**config.mk**
```make
export PLATFORM = sky130hd
export DESIGN_NAME = intc_core
export DESIGN_NICKNAME = d
export VERILOG_FILES = /design/src/rtl/intc_pkg.sv /design/src/rtl/intc_src_cell.sv /design/src/rtl/intc_prio_sel.sv /design/src/rtl/intc_svc_stack.sv /design/src/rtl/intc_core.sv
export SDC_FILE = /design/constraint.sdc
export NUM_CORES = 1
export LEC_CHECK = 0
export CAP_MARGIN = 20
export CORE_MARGIN = 2
export CORE_UTILIZATION = 55
export DETAILED_ROUTE_END_ITERATION = 6
export GPL_ROUTABILITY_DRIVEN = 0
export GPL_TIMING_DRIVEN = 0
export MAX_ROUTING_LAYER = met4
export PLACE_DENSITY = 0.74
export RECOVER_POWER = 25
export SLEW_MARGIN = 20
export SYNTH_ARGS = -nofsm -noshare
export SYNTH_HDL_FRONTEND = slang
export SYNTH_HIERARCHICAL = 1
export SYNTH_SLANG_ARGS = --single-unit
```
**constraint.sdc**
```tcl
create_clock -name clk -period 124.3 [get_ports clk]
set_input_delay 12.43 -clock clk [delete_from_list [all_inputs] [get_ports clk]]
set_output_delay 12.43 -clock clk [all_outputs]
set_load 0.02 [all_outputs]
```
**src/rtl/intc_pkg.sv**
```systemverilog
// Shared constants of the interrupt controller: register addresses and
// mode-word bit positions. Assumes byte addressing with 32-bit words.
package intc_pkg;
    localparam int unsigned BUS_AW   = 8;
    localparam int unsigned BUS_DW   = 32;
    localparam int unsigned MAX_SRC  = 32;
    localparam int unsigned MB_EDGE  = 5;
    localparam int unsigned MB_POL   = 6;

    localparam logic [BUS_AW-1:0] A_EN_SET  = 8'h80;
    localparam logic [BUS_AW-1:0] A_EN_CLR  = 8'h84;
    localparam logic [BUS_AW-1:0] A_REQ_CLR = 8'h88;
    localparam logic [BUS_AW-1:0] A_PEND    = 8'h8C;
    localparam logic [BUS_AW-1:0] A_EN_STAT = 8'h90;
    localparam logic [BUS_AW-1:0] A_EOI     = 8'h94;
endpackage

```
**src/rtl/intc_src_cell.sv**
```systemverilog
// One request line: two-flop synchroniser, mode word, edge capture and
// request output. Assumes mode writes and capture clears are one-cycle pulses.
module intc_src_cell #(
    parameter int unsigned PRIO_W = 3
) (
    input  logic              clk,
    input  logic              rst_n,
    input  logic              src_i,
    input  logic              mode_we,
    input  logic              wr_edge,
    input  logic              wr_pol,
    input  logic [PRIO_W-1:0] wr_prio,
    input  logic              req_clr,
    output logic              edge_o,
    output logic              pol_o,
    output logic [PRIO_W-1:0] prio_o,
    output logic              pend_o
);
    logic              s1_q, s2_q, s3_q;
    logic              edge_q, pol_q, cap_q;
    logic [PRIO_W-1:0] prio_q;
    logic              det;

    // Synchronise the raw line and keep one older sample for edge detection.
    always_ff @(posedge clk) begin
        if (!rst_n) begin
            s1_q <= 1'b0;
            s2_q <= 1'b0;
            s3_q <= 1'b0;
        end else begin
            s1_q <= src_i;
            s2_q <= s1_q;
            s3_q <= s2_q;
        end
    end

    // Hold the mode word; reset to level, active high, priority zero.
    always_ff @(posedge clk) begin
        if (!rst_n) begin
            edge_q <= 1'b0;
            pol_q  <= 1'b1;
            prio_q <= '0;
        end else if (mode_we) begin
            edge_q <= wr_edge;
            pol_q  <= wr_pol;
            prio_q <= wr_prio;
        end
    end

    // Detect the selected edge on the synchronised input.
    always_comb begin
        det = edge_q && (pol_q ? (s2_q && !s3_q) : (!s2_q && s3_q));
    end

    // Capture edges until software clears them; a new edge beats a clear.
    always_ff @(posedge clk) begin
        if (!rst_n) begin
            cap_q <= 1'b0;
        end else if (!edge_q) begin
            cap_q <= 1'b0;
        end else begin
            cap_q <= (cap_q && !req_clr) || det;
        end
    end

    // Request output: capture for edge lines, polarity match for level lines.
    always_comb begin
        pend_o = edge_q ? cap_q : (s2_q == pol_q);
    end

    assign edge_o = edge_q;
    assign pol_o  = pol_q;
    assign prio_o = prio_q;
endmodule

```
**src/rtl/intc_prio_sel.sv**
```systemverilog
// Finds the highest priority among candidate lines. Purely combinational;
// assumes priorities arrive flattened, line i at bits [i*PRIO_W +: PRIO_W].
module intc_prio_sel #(
    parameter int unsigned N_SRC  = 32,
    parameter int unsigned PRIO_W = 3
) (
    input  logic [N_SRC-1:0]        cand,
    input  logic [N_SRC*PRIO_W-1:0] prio_flat,
    output logic                    any_o,
    output logic [PRIO_W-1:0]       best_o
);
    // Scan every line and keep the largest priority seen.
    always_comb begin
        any_o  = 1'b0;
        best_o = '0;
        for (int i = 0; i < int'(N_SRC); i++) begin
            if (cand[i] && (!any_o || prio_flat[i*PRIO_W +: PRIO_W] > best_o)) begin
                any_o  = 1'b1;
                best_o = prio_flat[i*PRIO_W +: PRIO_W];
            end
        end
    end
endmodule

```
**src/rtl/intc_svc_stack.sv**
```systemverilog
// Stack of priorities in service. A pop is applied before a push in the same
// cycle. Assumes pushes only of priorities above the top, so the depth never
// exceeds the number of priority levels.
module intc_svc_stack #(
    parameter int unsigned PRIO_W = 3,
    parameter int unsigned DEPTH  = 1 << PRIO_W,
    parameter int unsigned DW     = $clog2(DEPTH + 1)
) (
    input  logic              clk,
    input  logic              rst_n,
    input  logic              push,
    input  logic [PRIO_W-1:0] push_prio,
    input  logic              pop,
    output logic              busy_o,
    output logic [PRIO_W-1:0] top_o,
    output logic [DW-1:0]     depth_o
);
    localparam int unsigned IW = (DEPTH > 1) ? $clog2(DEPTH) : 1;

    logic [PRIO_W-1:0] stk_q [DEPTH];
    logic [DW-1:0]     depth_q;
    logic [DW-1:0]     base;
    logic [DW-1:0]     top_idx;
    logic              pop_eff, push_eff;

    // Work out the effective pop and push for this cycle.
    always_comb begin
        pop_eff  = pop && (depth_q != '0);
        base     = depth_q - DW'(pop_eff);
        push_eff = push && (base < DW'(DEPTH));
        top_idx  = depth_q - DW'(1);
    end

    // Update the stack contents and the depth.
    always_ff @(posedge clk) begin
        if (!rst_n) begin
            depth_q <= '0;
            for (int i = 0; i < int'(DEPTH); i++) begin
                stk_q[i] <= '0;
            end
        end else begin
            if (push_eff) begin
                stk_q[base[IW-1:0]] <= push_prio;
            end
            depth_q <= base + DW'(push_eff);
        end
    end

    assign busy_o  = (depth_q != '0);
    assign top_o   = busy_o ? stk_q[top_idx[IW-1:0]] : '0;
    assign depth_o = depth_q;
endmodule

```
**src/rtl/intc_core.sv**
```systemverilog
// Interrupt controller top: register decode, per-line cells, enables,
// priority selection and the service stack. Assumes single-cycle bus
// accesses and N_SRC no larger than 32 (mode words fill 0x00..0x7C).
module intc_core
    import intc_pkg::*;
#(
    parameter int unsigned N_SRC  = 32,
    parameter int unsigned PRIO_W = 3
) (
    input  logic              clk,
    input  logic              rst_n,
    input  logic [N_SRC-1:0]  src_i,
    input  logic [7:0]        bus_addr,
    input  logic              bus_we,
    input  logic [31:0]       bus_wdata,
    output logic [31:0]       bus_rdata,
    input  logic              irq_ack,
    output logic              irq
);
    localparam int unsigned SVC_DEPTH = 1 << PRIO_W;
    localparam int unsigned SVC_DW    = $clog2(SVC_DEPTH + 1);

    logic [4:0]              mode_idx;
    logic                    mode_hit;
    logic [N_SRC-1:0]        mode_we;
    logic [N_SRC-1:0]        req_clr;
    logic [N_SRC-1:0]        pend;
    logic [N_SRC-1:0]        en_q;
    logic [N_SRC-1:0]        line_edge, line_pol;
    logic [N_SRC*PRIO_W-1:0] prio_flat;
    logic [BUS_DW-1:0]       mode_word [N_SRC];
    logic                    any_cand;
    logic [PRIO_W-1:0]       best_prio, top_prio;
    logic                    svc_busy, svc_push, svc_pop;
    logic [SVC_DW-1:0]       svc_depth;

    // Decode which mode word the address points at.
    always_comb begin
        mode_idx = bus_addr[6:2];
        mode_hit = !bus_addr[7] && (bus_addr[1:0] == 2'b00);
    end

    genvar g;
    generate
        for (g = 0; g < int'(N_SRC); g++) begin : g_line
            // Per-line strobes from the bus write.
            assign mode_we[g] = bus_we && mode_hit && (mode_idx == 5'(g));
            assign req_clr[g] = bus_we && (bus_addr == A_REQ_CLR) && bus_wdata[g];

            intc_src_cell #(.PRIO_W(PRIO_W)) u_cell (
                .clk     (clk),
                .rst_n   (rst_n),
                .src_i   (src_i[g]),
                .mode_we (mode_we[g]),
                .wr_edge (bus_wdata[MB_EDGE]),
                .wr_pol  (bus_wdata[MB_POL]),
                .wr_prio (bus_wdata[PRIO_W-1:0]),
                .req_clr (req_clr[g]),
                .edge_o  (line_edge[g]),
                .pol_o   (line_pol[g]),
                .prio_o  (prio_flat[g*PRIO_W +: PRIO_W]),
                .pend_o  (pend[g])
            );

            // Mode word as seen on the bus.
            always_comb begin
                mode_word[g]          = '0;
                mode_word[g][MB_POL]  = line_pol[g];
                mode_word[g][MB_EDGE] = line_edge[g];
                mode_word[g][PRIO_W-1:0] = prio_flat[g*PRIO_W +: PRIO_W];
            end
        end
    endgenerate

    // Enable vector: write-one set and write-one clear commands.
    always_ff @(posedge clk) begin
        if (!rst_n) begin
            en_q <= '0;
        end else if (bus_we && bus_addr == A_EN_SET) begin
            en_q <= en_q | bus_wdata[N_SRC-1:0];
        end else if (bus_we && bus_addr == A_EN_CLR) begin
            en_q <= en_q & ~bus_wdata[N_SRC-1:0];
        end
    end

    intc_prio_sel #(.N_SRC(N_SRC), .PRIO_W(PRIO_W)) u_sel (
        .cand      (pend & en_q),
        .prio_flat (prio_flat),
        .any_o     (any_cand),
        .best_o    (best_prio)
    );

    // Raise the interrupt only above the priority currently in service.
    always_comb begin
        irq      = any_cand && (!svc_busy || (best_prio > top_prio));
        svc_push = irq_ack && irq;
        svc_pop  = bus_we && (bus_addr == A_EOI);
    end

    intc_svc_stack #(.PRIO_W(PRIO_W), .DEPTH(SVC_DEPTH), .DW(SVC_DW)) u_stk (
        .clk       (clk),
        .rst_n     (rst_n),
        .push      (svc_push),
        .push_prio (best_prio),
        .pop       (svc_pop),
        .busy_o    (svc_busy),
        .top_o     (top_prio),
        .depth_o   (svc_depth)
    );

    // Read mux: mode words, request status, enable status, zero elsewhere.
    always_comb begin
        bus_rdata = '0;
        if (mode_hit) begin
            if (int'(mode_idx) < int'(N_SRC)) begin
                bus_rdata = mode_word[mode_idx];
            end
        end else if (bus_addr == A_PEND) begin
            bus_rdata = BUS_DW'(pend);
        end else if (bus_addr == A_EN_STAT) begin
            bus_rdata = BUS_DW'(en_q);
        end
    end
endmodule

```
# Word-level counts from Yosys, hierarchy flattened
# Memories as Yosys holds them, arrays and structs flattened.
# Cells that the tools add are included.
[classes]
div = 0
reduce_logical = 463
shifts = 0
n_eq_ne = 69
n_addsub = 3
mux = 144
bitwise_logic = 5
n_mul = 0
n_lt_le_gt_ge = 34
[op_table]
columns = ["cell", "n"]
rows = [
  ["logical AND 1 bit", 233],
  ["2-to-1 mux 32 bit", 7],
  ["binary-select mux 32 bit (select 5 bit)", 1],
  ["zero test 1 bit", 129],
  ["2-to-1 mux 3 bit", 35],
  ["2-to-1 mux 1 bit", 101],
  ["> comparator 3 bit", 32],
  ["== test 5 bit (second input constant)", 16],
  ["bitwise AND 32 bit", 2],
  ["logical OR 1 bit", 64],
  ["AND reduction 2 bit", 32],
  ["== test 8 bit (second input constant)", 6],
  ["== test 5 x 4 -> 1 bit (second input constant)", 8],
  ["== test 1 bit", 32],
  ["NOT 32 bit", 1],
  ["OR 32 bit", 1],
  ["== test 5 x 3 -> 1 bit (second input constant)", 4],
  ["== test 5 x 2 -> 1 bit (second input constant)", 2],
  [">= comparator 6 bit (second input constant)", 1],
  ["NOT 5 -> 6 bit", 1],
  ["== test 5 x 1 -> 1 bit (second input constant)", 1],
  ["zero test 5 bit", 1],
  ["adder 4 x 1 -> 4 bit", 1],
  ["< comparator 4 bit (second input constant)", 1],
  ["6 further kinds", 6],
]
[totals]
elab_cells = 945
memories = 1
ff_bits = 324
mem_bits_ro = 0
latchBits = 0
out_inout_bits = 33
ram_bits = 24
inputBits = 76
[memory_table]
columns = ["name", "words", "word_bits", "read_ports", "rd_ports_with_merged_regs", "wr", "line", "text"]
rows = [
  ["u_stk.stk_q", 8, 3, 1, 0, 8, "intc_svc_stack.sv:20", "logic [PRIO_W-1:0] stk_q [DEPTH];"],
]

# Logic depth before layout (Yosys ltp)
# Gate-level depths: netlist (run 1).
[logic_depth]
depth_word = 138
ltp_mapped = 274
depth_no_buf = 271

# By module
# Netlist (run 1), hierarchy kept.
[by_module_without_submodules]
columns = ["mod", "seq_area_each_um2", "n_inst", "area_each_um2", "cells_per_inst"]
rows = [
  ["intc_src_cell", 180.2, 32, 332.8, 31],
  ["intc_prio_sel", 0.0, 1, 4292.9, 618],
  ["intc_core", 640.6, 1, 3866.2, 409],
  ["intc_svc_stack", 800.8, 1, 1497.7, 117],
]

# Worst setup path after synthesis (run 1)
# OpenSTA, ideal clock, no wires.
[synth_timing]
kind = "register to output"
startpoint = "reg g_line[0].u_cell.pol_q"
endpoint = "out irq"
slack_ns = 68.244
required_time_ns = 111.870
path_buffers = 2
t_arrival_ns = 43.626
stages_incl_launch_ff = 234
path_cell_list = "dfxtp_1 -> xor2_1 -> o21ai_0 -> and2_1 -> nand2_1 -> ha_1 -> and3b_1 -> o211a_1 -> o21ai_0 -> and2_1 -> ha_1 -> and3b_1 -> o21ai_1 -> a21o_1 -> o211a_2 -> o21bai_1 -> ha_1 -> a21oi_1 -> [... 198 more ...] -> a21oi_1 -> a31oi_1 -> o21ai_0 -> inv_1 -> and2_1 -> a31oi_1 -> ha_1 -> a21o_1 -> a21oi_1 -> a31oi_1 -> o21ai_1 -> mux2_2 -> a41o_1 -> ha_1 -> nor2b_1 -> o21a_1 -> o21ai_0 -> a21oi_1"
[synth_between]
elab_chain_len = 131
word_cells_on_any_way = 194
classes_between = "order compare (32); eq/ne (1); mux (65); bitwise (1); reduce/logical (95)"
[synth_lines]
columns = ["item", "line", "text"]
rows = [
  ["start: declaration", "intc_src_cell.sv:20", "logic edge_q, pol_q, cap_q;"],
  ["start signal: assignment", "intc_src_cell.sv:45", "pol_q <= wr_pol;"],
  ["== test 1 bit (*)", "intc_src_cell.sv:68", "pend_o = edge_q ? cap_q : (s2_q == pol_q);"],
  ["2-to-1 mux 1 bit (*)", "intc_src_cell.sv:68", ""],
  ["via pend[0]", "intc_core.sv:27", "logic [N_SRC-1:0] pend;"],
  ["bitwise AND 32 bit (*)", "intc_core.sv:87", ".cand (pend & en_q),"],
  ["2-to-1 mux 3 bit or 2-to-1 mux 1 bit (tied branches)", "intc_prio_sel.sv:17", "if (cand[i] && (!any_o || prio_flat[i*PRIO_W +: PRIO_W] > best_o)) begin"],
  ["> comparator 3 bit or zero test 1 bit (tied branches)", "intc_prio_sel.sv:17", ""],
  ["logical OR 1 bit", "intc_prio_sel.sv:17", ""],
  ["logical AND 1 bit", "intc_prio_sel.sv:17", ""],
  ["[... 117 more ...]", "n/a", ""],
  ["> comparator 3 bit or zero test 1 bit (tied branches)", "intc_prio_sel.sv:17", ""],
  ["logical OR 1 bit", "intc_prio_sel.sv:17", ""],
  ["logical AND 1 bit", "intc_prio_sel.sv:17", ""],
  ["2-to-1 mux 3 bit (*)", "intc_prio_sel.sv:17", ""],
  ["via best_prio[1]", "intc_core.sv:33", "logic [PRIO_W-1:0] best_prio, top_prio;"],
  ["> comparator 3 bit (*)", "intc_core.sv:95", "irq = any_cand && (!svc_busy || (best_prio > top_prio));"],
  ["logical OR 1 bit (*)", "intc_core.sv:95", ""],
  ["logical AND 1 bit (*)", "intc_core.sv:95", ""],
  ["end: declaration", "intc_core.sv:18", "output logic irq"],
]
# Mark *: on every way through the listed nets, which the timed path passes. The rest lies on a longest branch.

# Final worst setup path (run 1)
# Ends and elaborated chain as after synthesis.

==> results.yml, run 1 <==
setup_path:
  r2r_cells: 240
  r2r_end: "u_stk/depth_o[3]"
  cp-start-kind: "flop"
  rr_startpoint: "g_line[0].u_cell/pol_o"
  reg2reg_slack_ns: 71.82
  endpoint_kind: "output port"
  worstSetupPathType: "reg -> out"
  path_common_cell: "ha_1"
  cp.required_ns: 111.87
  startpoint: "g_line[0].u_cell/pol_o"
  crit_slowest_cell: "o41ai_1"
  critPathCapture: "irq"
  crit_fanout: 9
  cp.arrival_ns: 52.12
  slowest_delay_ns: 0.66
synthesis:
  ys_warn_count: 6
  synthFlopType: "dfxtp_1"
  synth.distinct_cells: 104
  synthCells: 2136
  syn_area_mm2: 0.0203
  syn_nets: 2290
  synth.avg_cell_area_um2: 9.51
  async_flop_share_pct: 0
  yosysSeqAreaShare_pct: 35.5
  synth_edf_count: 24
  ys_ff_latch: 348
global_routing:
  grt_pass1_wl_um: 89700
  grt_usage_pct: 30.4
  grt_max_degree: 158
  grt-ovfl-total: 0
  antenna_found_initial: 1
  grt_pass1_vias: 16500
timing:
  final_max_slew_viol_count: 299
  max_slew_margin_pct: -281
  worst_pin_slew_ns: 5.72
  fin_skew_ns: 0.0231
  period_share_pct: 51.9
  hold_viol_final: 0
  whs_ns: 0.426
  fmax_mhz: 15.5
  timing.final.crit_period_ns: 64.55
  fin_setup_tns_ns: 0
  finalSetupViolCount: 0
  rsz0062_at_grt: "false"
finish:
  nNetsFinal: 2446
  mostFrequentLayoutCell: "dfxtp_1"
  antenna_cells: 0
  nFillCells: 3003
  drive_gt1_share_pct: 11.3
  mostFrequentLayoutCells: "dfxtp_1, mux2i_1, nand2_1, nor2b_1, and2_1"
  multiInputGateArea_mm2: 0.0122
  syn2layout_area_growth_pct: 15.4
  seqCellArea_mm2: 0.00721
routing:
  wirelength_um: 57400
  viasPerCell: 6.13
  postRouteAntennaNets: 0
  drcViolationCount: 0
  via_count: 17100
  drtIter0Drc: 1436
  dr.pass1.iters: 6
  wl_per_cell_um: 20.6
place:
  io_buffers: 108
  place_hpwl_um: 42000
power:
  seqPwrFrac_pct: 45.3
  combPwrFrac_pct: 5.5
  p_leak_nw: 8.18
  switching_share_pct: 21.9
  power_density_mw_per_mm2: 10.9
  p_int_uw: 199
  p_switching_uw: 55.7
  ir_worst_vdd_mv: 0.0109
  clkPwrFrac_pct: 49.3
min_path:
  hold_class: "reg -> reg"
job:
  drv_cap: 2
clock_tree:
  numCtsBuffers: 40
  clk_pin_slew_ns: 0.06
  post_cts_resized: 0
  postCtsHoldBufs: 0
  max-clock-path-buffers: 3
  cts_tree: "built"
  htreeDepth: 2
  post_cts_buffers: 0
  cts-root-buf: "clkbuf_16"
  clkSinkCount: 348
  insertion_delay_ns: 0.57
die:
  io_pins: 109
  die_area_mm2: 0.0385
  die_w_um: 196
  placementRows: 70
  die_h_um: 196
  start_util_pct: 55.6
  core_area_mm2: 0.0365
outcome:
  status: "finished with violations"
  violations: "max-capacitance violations, max-slew violations"
stage by stage:
| step | util [%] | std cells | setup slack [ns] | total power, mW | cell area, µm² |
|---|---|---|---|---|---|
| 2_1_floorplan | - | 2136 | 68.24 | 0.123 | 20300 |
| 5_1_grt | 64.2 | 2788 | 56.49 | 0.262 | 23400 |
| 3_3_place_gp | 60.2 | 2712 | 62.91 | 0.131 | 22000 |
| 4_1_cts | 64.3 | 2788 | 60.82 | 0.257 | 23500 |
| 3_5_place_dp | 60.5 | 2718 | 61.73 | 0.131 | 22100 |
| 6_report | 64.2 | 2788 | 59.75 | 0.255 | 23400 |
Yosys cell counts, drive strengths merged, types with 10 or more instances:
cell,number,share of area (%)
a211oi,38,2.2
o21a,10,0.37
nor2b,150,4.6
a21oi,87,2.2
ha,78,4.8
clkbuf,14,0.28
nand2,190,3.5
nand3b,38,1.4
o21ai,85,2.1
a22o,40,1.7
buf,66,2.3
nand3,22,0.54
nor3,40,1.1
nand2b,46,1.4
o211ai,17,0.68
and2,178,5.5
dfxtp,324,32
mux2,27,1.6
mux2i,193,9.5
a31oi,45,1.4
edfxtp,24,3.5
mux4,36,4.1
inv,93,1.7
nor2,63,1.2
a21o,12,0.44
or3b,32,1.4
xor2,33,1.4
nor4,14,0.63
kinds of logic after synthesis:
group / share of synthesized area (%)
adder cells (fa/ha/maj): 4.86
buffers and inverters: 4.25
AND/OR/NAND/NOR: 22.9
AO/OA/AOI/OAI: 15.7
flip-flops: 35.5
XOR/XNOR: 1.63
multiplexers: 15.2
cell type report:
type                    count  area share (%)
repair buffers            114            4.99
well taps                 468            2.50
multi-input cells        1615            52.2
plain buffers              80            2.19
clock buffers              54            4.67
inverters                  93            1.49
clock inverters            16            1.22
flip-flops and latches    348            30.7
critical path, delay by kind of cell, from the launching register on:
kind	cells	cell delay (ns)
flops	1	0.35
fa+ha+maj	33	9.34
mux	13	4.26
simple gates	46	7.64
buf+inv	14	1.73
xor+xnor	1	0.17
compound gates	127	27.98
registers in the layout (all words and copies together) (netlist names), named ones only:
signal,count
g_line.u_cell/cap_q,32
g_line.u_cell/edge_o,32
g_line.u_cell/pol_o,32
g_line.u_cell/prio_o,96
g_line.u_cell/s1_q,32
g_line.u_cell/s2_q,32
g_line.u_cell/s3_q,32
u_stk/depth_o,4
u_stk/stk_q,24
how the worst min path moves through the flow:
stage | slack [ns] | start | depth (start not counted) | to
2_1_floorplan | 0.41 | g_line[0].u_cell/s1_q | 1 | g_line[0].u_cell/s2_q
5_1_grt | 0.44 | g_line[22].u_cell/s1_q | 1 | g_line[22].u_cell/s2_q
3_5_place_dp | 0.42 | g_line[25].u_cell/s1_q | 1 | g_line[25].u_cell/s2_q
4_1_cts | 0.43 | g_line[1].u_cell/s1_q | 1 | g_line[1].u_cell/s2_q
6_report | 0.43 | g_line[1].u_cell/s1_q | 1 | g_line[1].u_cell/s2_q
3_3_place_gp | 0.41 | g_line[26].u_cell/s1_q | 1 | g_line[26].u_cell/s2_q
routing by layer:
layer | wire (µm) | vias to the layer above | GRT usage (%)
li1 | - | 8008 | -
met4 | 2840 | 0 | 15.1
met3 | 4020 | 169 | 4.35
met1 | 24700 | 8199 | 39.1
met5 | 0 | - | -
met2 | 25900 | 710 | 47.1
power groups by stage:
stage	Clock [mW]	Combinational [mW]	Sequential [mW]
after floorplan	0	0.00597	0.117
after global placement	0	0.0136	0.118
after detailed placement	0	0.0136	0.118
after CTS	0.128	0.0137	0.115
after global routing	0.132	0.0148	0.115
final	0.125	0.0139	0.115
Note: power is estimated with default switching activity, not from simulation.
==> run 2, diff against run 1 <==
clock period = 61.9 ns   (was 124.3 ns; I/O delays follow)
==> results of run 2 <==
Same layout as run 1 (identical final DEF). Status: finished with violations: max-capacitance violations, max-slew violations.
Main changes from that run: setup slack after placement 61.73 ns -> 5.57 ns; setup slack after layout 59.75 ns -> 3.59 ns; register-to-register setup slack 71.82 ns -> 9.42 ns; total power 0.255 mW -> 0.511 mW; worst IR drop on VDD 0.0109 mV -> 0.0220 mV
==> run 3, diff against run 2 <==
REMOVE_ABC_BUFFERS = 1   (was unset)
SKIP_LAST_GASP = 1   (was unset)
==> results.yml, run 3 (synthesis results as in run 1) <==
finish:
  finalInstanceArea_mm2: 0.0230
  nFillCells: 2998
  largest_reg_flops: 96
  mostFrequentLayoutCell: "dfxtp_1"
  seqCellArea_mm2: 0.00721
  multiInputGateArea_mm2: 0.0123
  mostFrequentLayoutCells: "dfxtp_1, mux2i_1, nand2_1, nor2b_1, and2_1"
  drive_gt1_share_pct: 9.76
  nNetsFinal: 2375
  syn2layout_area_growth_pct: 13.2
clock_tree:
  clk_pin_slew_ns: 0.05
  clkSinkCount: 348
  cts-root-buf: "clkbuf_16"
  htreeDepth: 2
  numCtsBuffers: 39
  post_cts_buffers: 0
  cts_tree: "built"
  max-clock-path-buffers: 3
  insertion_delay_ns: 0.58
global_routing:
  grt-ovfl-total: 0
  grt_max_degree: 155
  grt_pass1_wl_um: 86500
  antenna_found_initial: 1
  grt_usage_pct: 29.1
  grt_pass1_vias: 16100
min_path:
  hold_class: "reg -> reg"
  hold_end: "g_line[24].u_cell/s2_q"
  hold_path_depth: 1
  min_from: "g_line[24].u_cell/s1_q"
setup_path:
  crit_slowest_cell: "o32ai_2"
  rr_startpoint: "g_line[0].u_cell/pol_o"
  cp.arrival_ns: 52.05
  r2r_end: "u_stk/depth_o[2]"
  cp-start-kind: "flop"
  cp.required_ns: 55.71
  reg2reg_slack_ns: 9.56
  r2r_cells: 240
  slowest_delay_ns: 0.60
  path_common_cell: "ha_1"
  endpoint_kind: "output port"
  crit_fanout: 9
  worstSetupPathType: "reg -> out"
timing:
  period_share_pct: 94.1
  fin_setup_tns_ns: 0
  whs_ns: 0.431
  timing.final.crit_period_ns: 58.24
  fmax_mhz: 17.2
  max_slew_margin_pct: -266
  fin_skew_ns: 0.0178
  rsz0062_at_grt: "false"
  final_max_slew_viol_count: 308
  hold_viol_final: 0
  finalSetupViolCount: 0
  worst_pin_slew_ns: 5.49
place:
  io_buffers: 108
  dpl_cell_area_mm2: 0.0217
  place_hpwl_um: 39200
routing:
  viasPerCell: 6.02
  drtIter0Drc: 1201
  postRouteAntennaNets: 0
  dr.pass1.iters: 7
  wirelength_um: 54100
  via_count: 16300
  drcViolationCount: 1
  wl_per_cell_um: 19.9
outcome:
  violations: "design-rule violations, max-capacitance violations, max-slew violations"
  status: "finished with violations"
die:
  io_pins: 109
  core_area_mm2: 0.0365
  die_w_um: 196
  placementRows: 70
  die_h_um: 196
  die_area_mm2: 0.0385
  start_util_pct: 55.6
power:
  ir_worst_vdd_mv: 0.0241
  power_density_mw_per_mm2: 21.2
  p_leak_nw: 7.83
job:
  drv_cap: 2
run 3: cell type report:
type,instances,area share (%)
Antenna cell,1,0.0109
Inverter,93,1.52
Tap cell,468,2.55
Timing Repair Buffer,124,5.68
Multi-Input combinational cell,1615,53.4
Sequential cell,348,31.4
Clock inverter,14,0.724
Clock buffer,51,4.79
run 3: worst max path at each step:
stage	startpoint	end	slack, ns	cells past startpoint
finish	g_line[0].u_cell/pol_o	irq	3.66	234
global route	g_line[0].u_cell/pol_o	irq	0.15	240
CTS	g_line[0].u_cell/pol_o	irq	4.24	233
detailed placement	g_line[0].u_cell/pol_o	irq	5.06	233
global placement	g_line[0].u_cell/pol_o	irq	6.22	233
floorplan	g_line[0].u_cell/pol_o	irq	12.04	231
run 3: report_power, final:
group / switching (mW) / internal, mW
combinational: 0.0144 / 0.0121
clock: 0.0960 / 0.134
sequential: 0.00172 / 0.230
total: 0.112 / 0.376
run 3: metal layers:
layer  wire length [µm]  GRT usage [%]  part of all wire [%]  vias up
li1                   -              -                     -     7853
met1              24000           37.5                    44     7820
met4               1970           11.4                   3.6        0
met5                  0              -                     0        -
met2              25000           46.5                    46      550
met3               3090           3.80                   5.7      119
run 3: critical path: cells and delay by family, from the launching register on:
kind | cells | cell delay (ns)
compound gates | 128 | 28.36
fa+ha+maj | 33 | 9.26
simple gates | 47 | 7.76
mux | 13 | 4.15
buf+inv | 12 | 1.44
flops | 1 | 0.35
xor+xnor | 1 | 0.17
run 3: timing repair:
action                     in CTS  in global routing
hold endpoints to repair        0                  0
hold buffers                    0                  0
setup endpoints to repair       0                  1
resized for setup               0                  2
run 3: stage by stage:
stage	setup WS, ns	util (%)	std cells	power (mW)
final	3.66	62.9	2714	0.488
after global routing	0.151	62.9	2714	0.503
after CTS	4.24	63.0	2713	0.491
after detailed placement	5.06	59.5	2648	0.262
after global placement	6.22	58.8	2632	0.262
after floorplan	12.04	-	2056	0.245
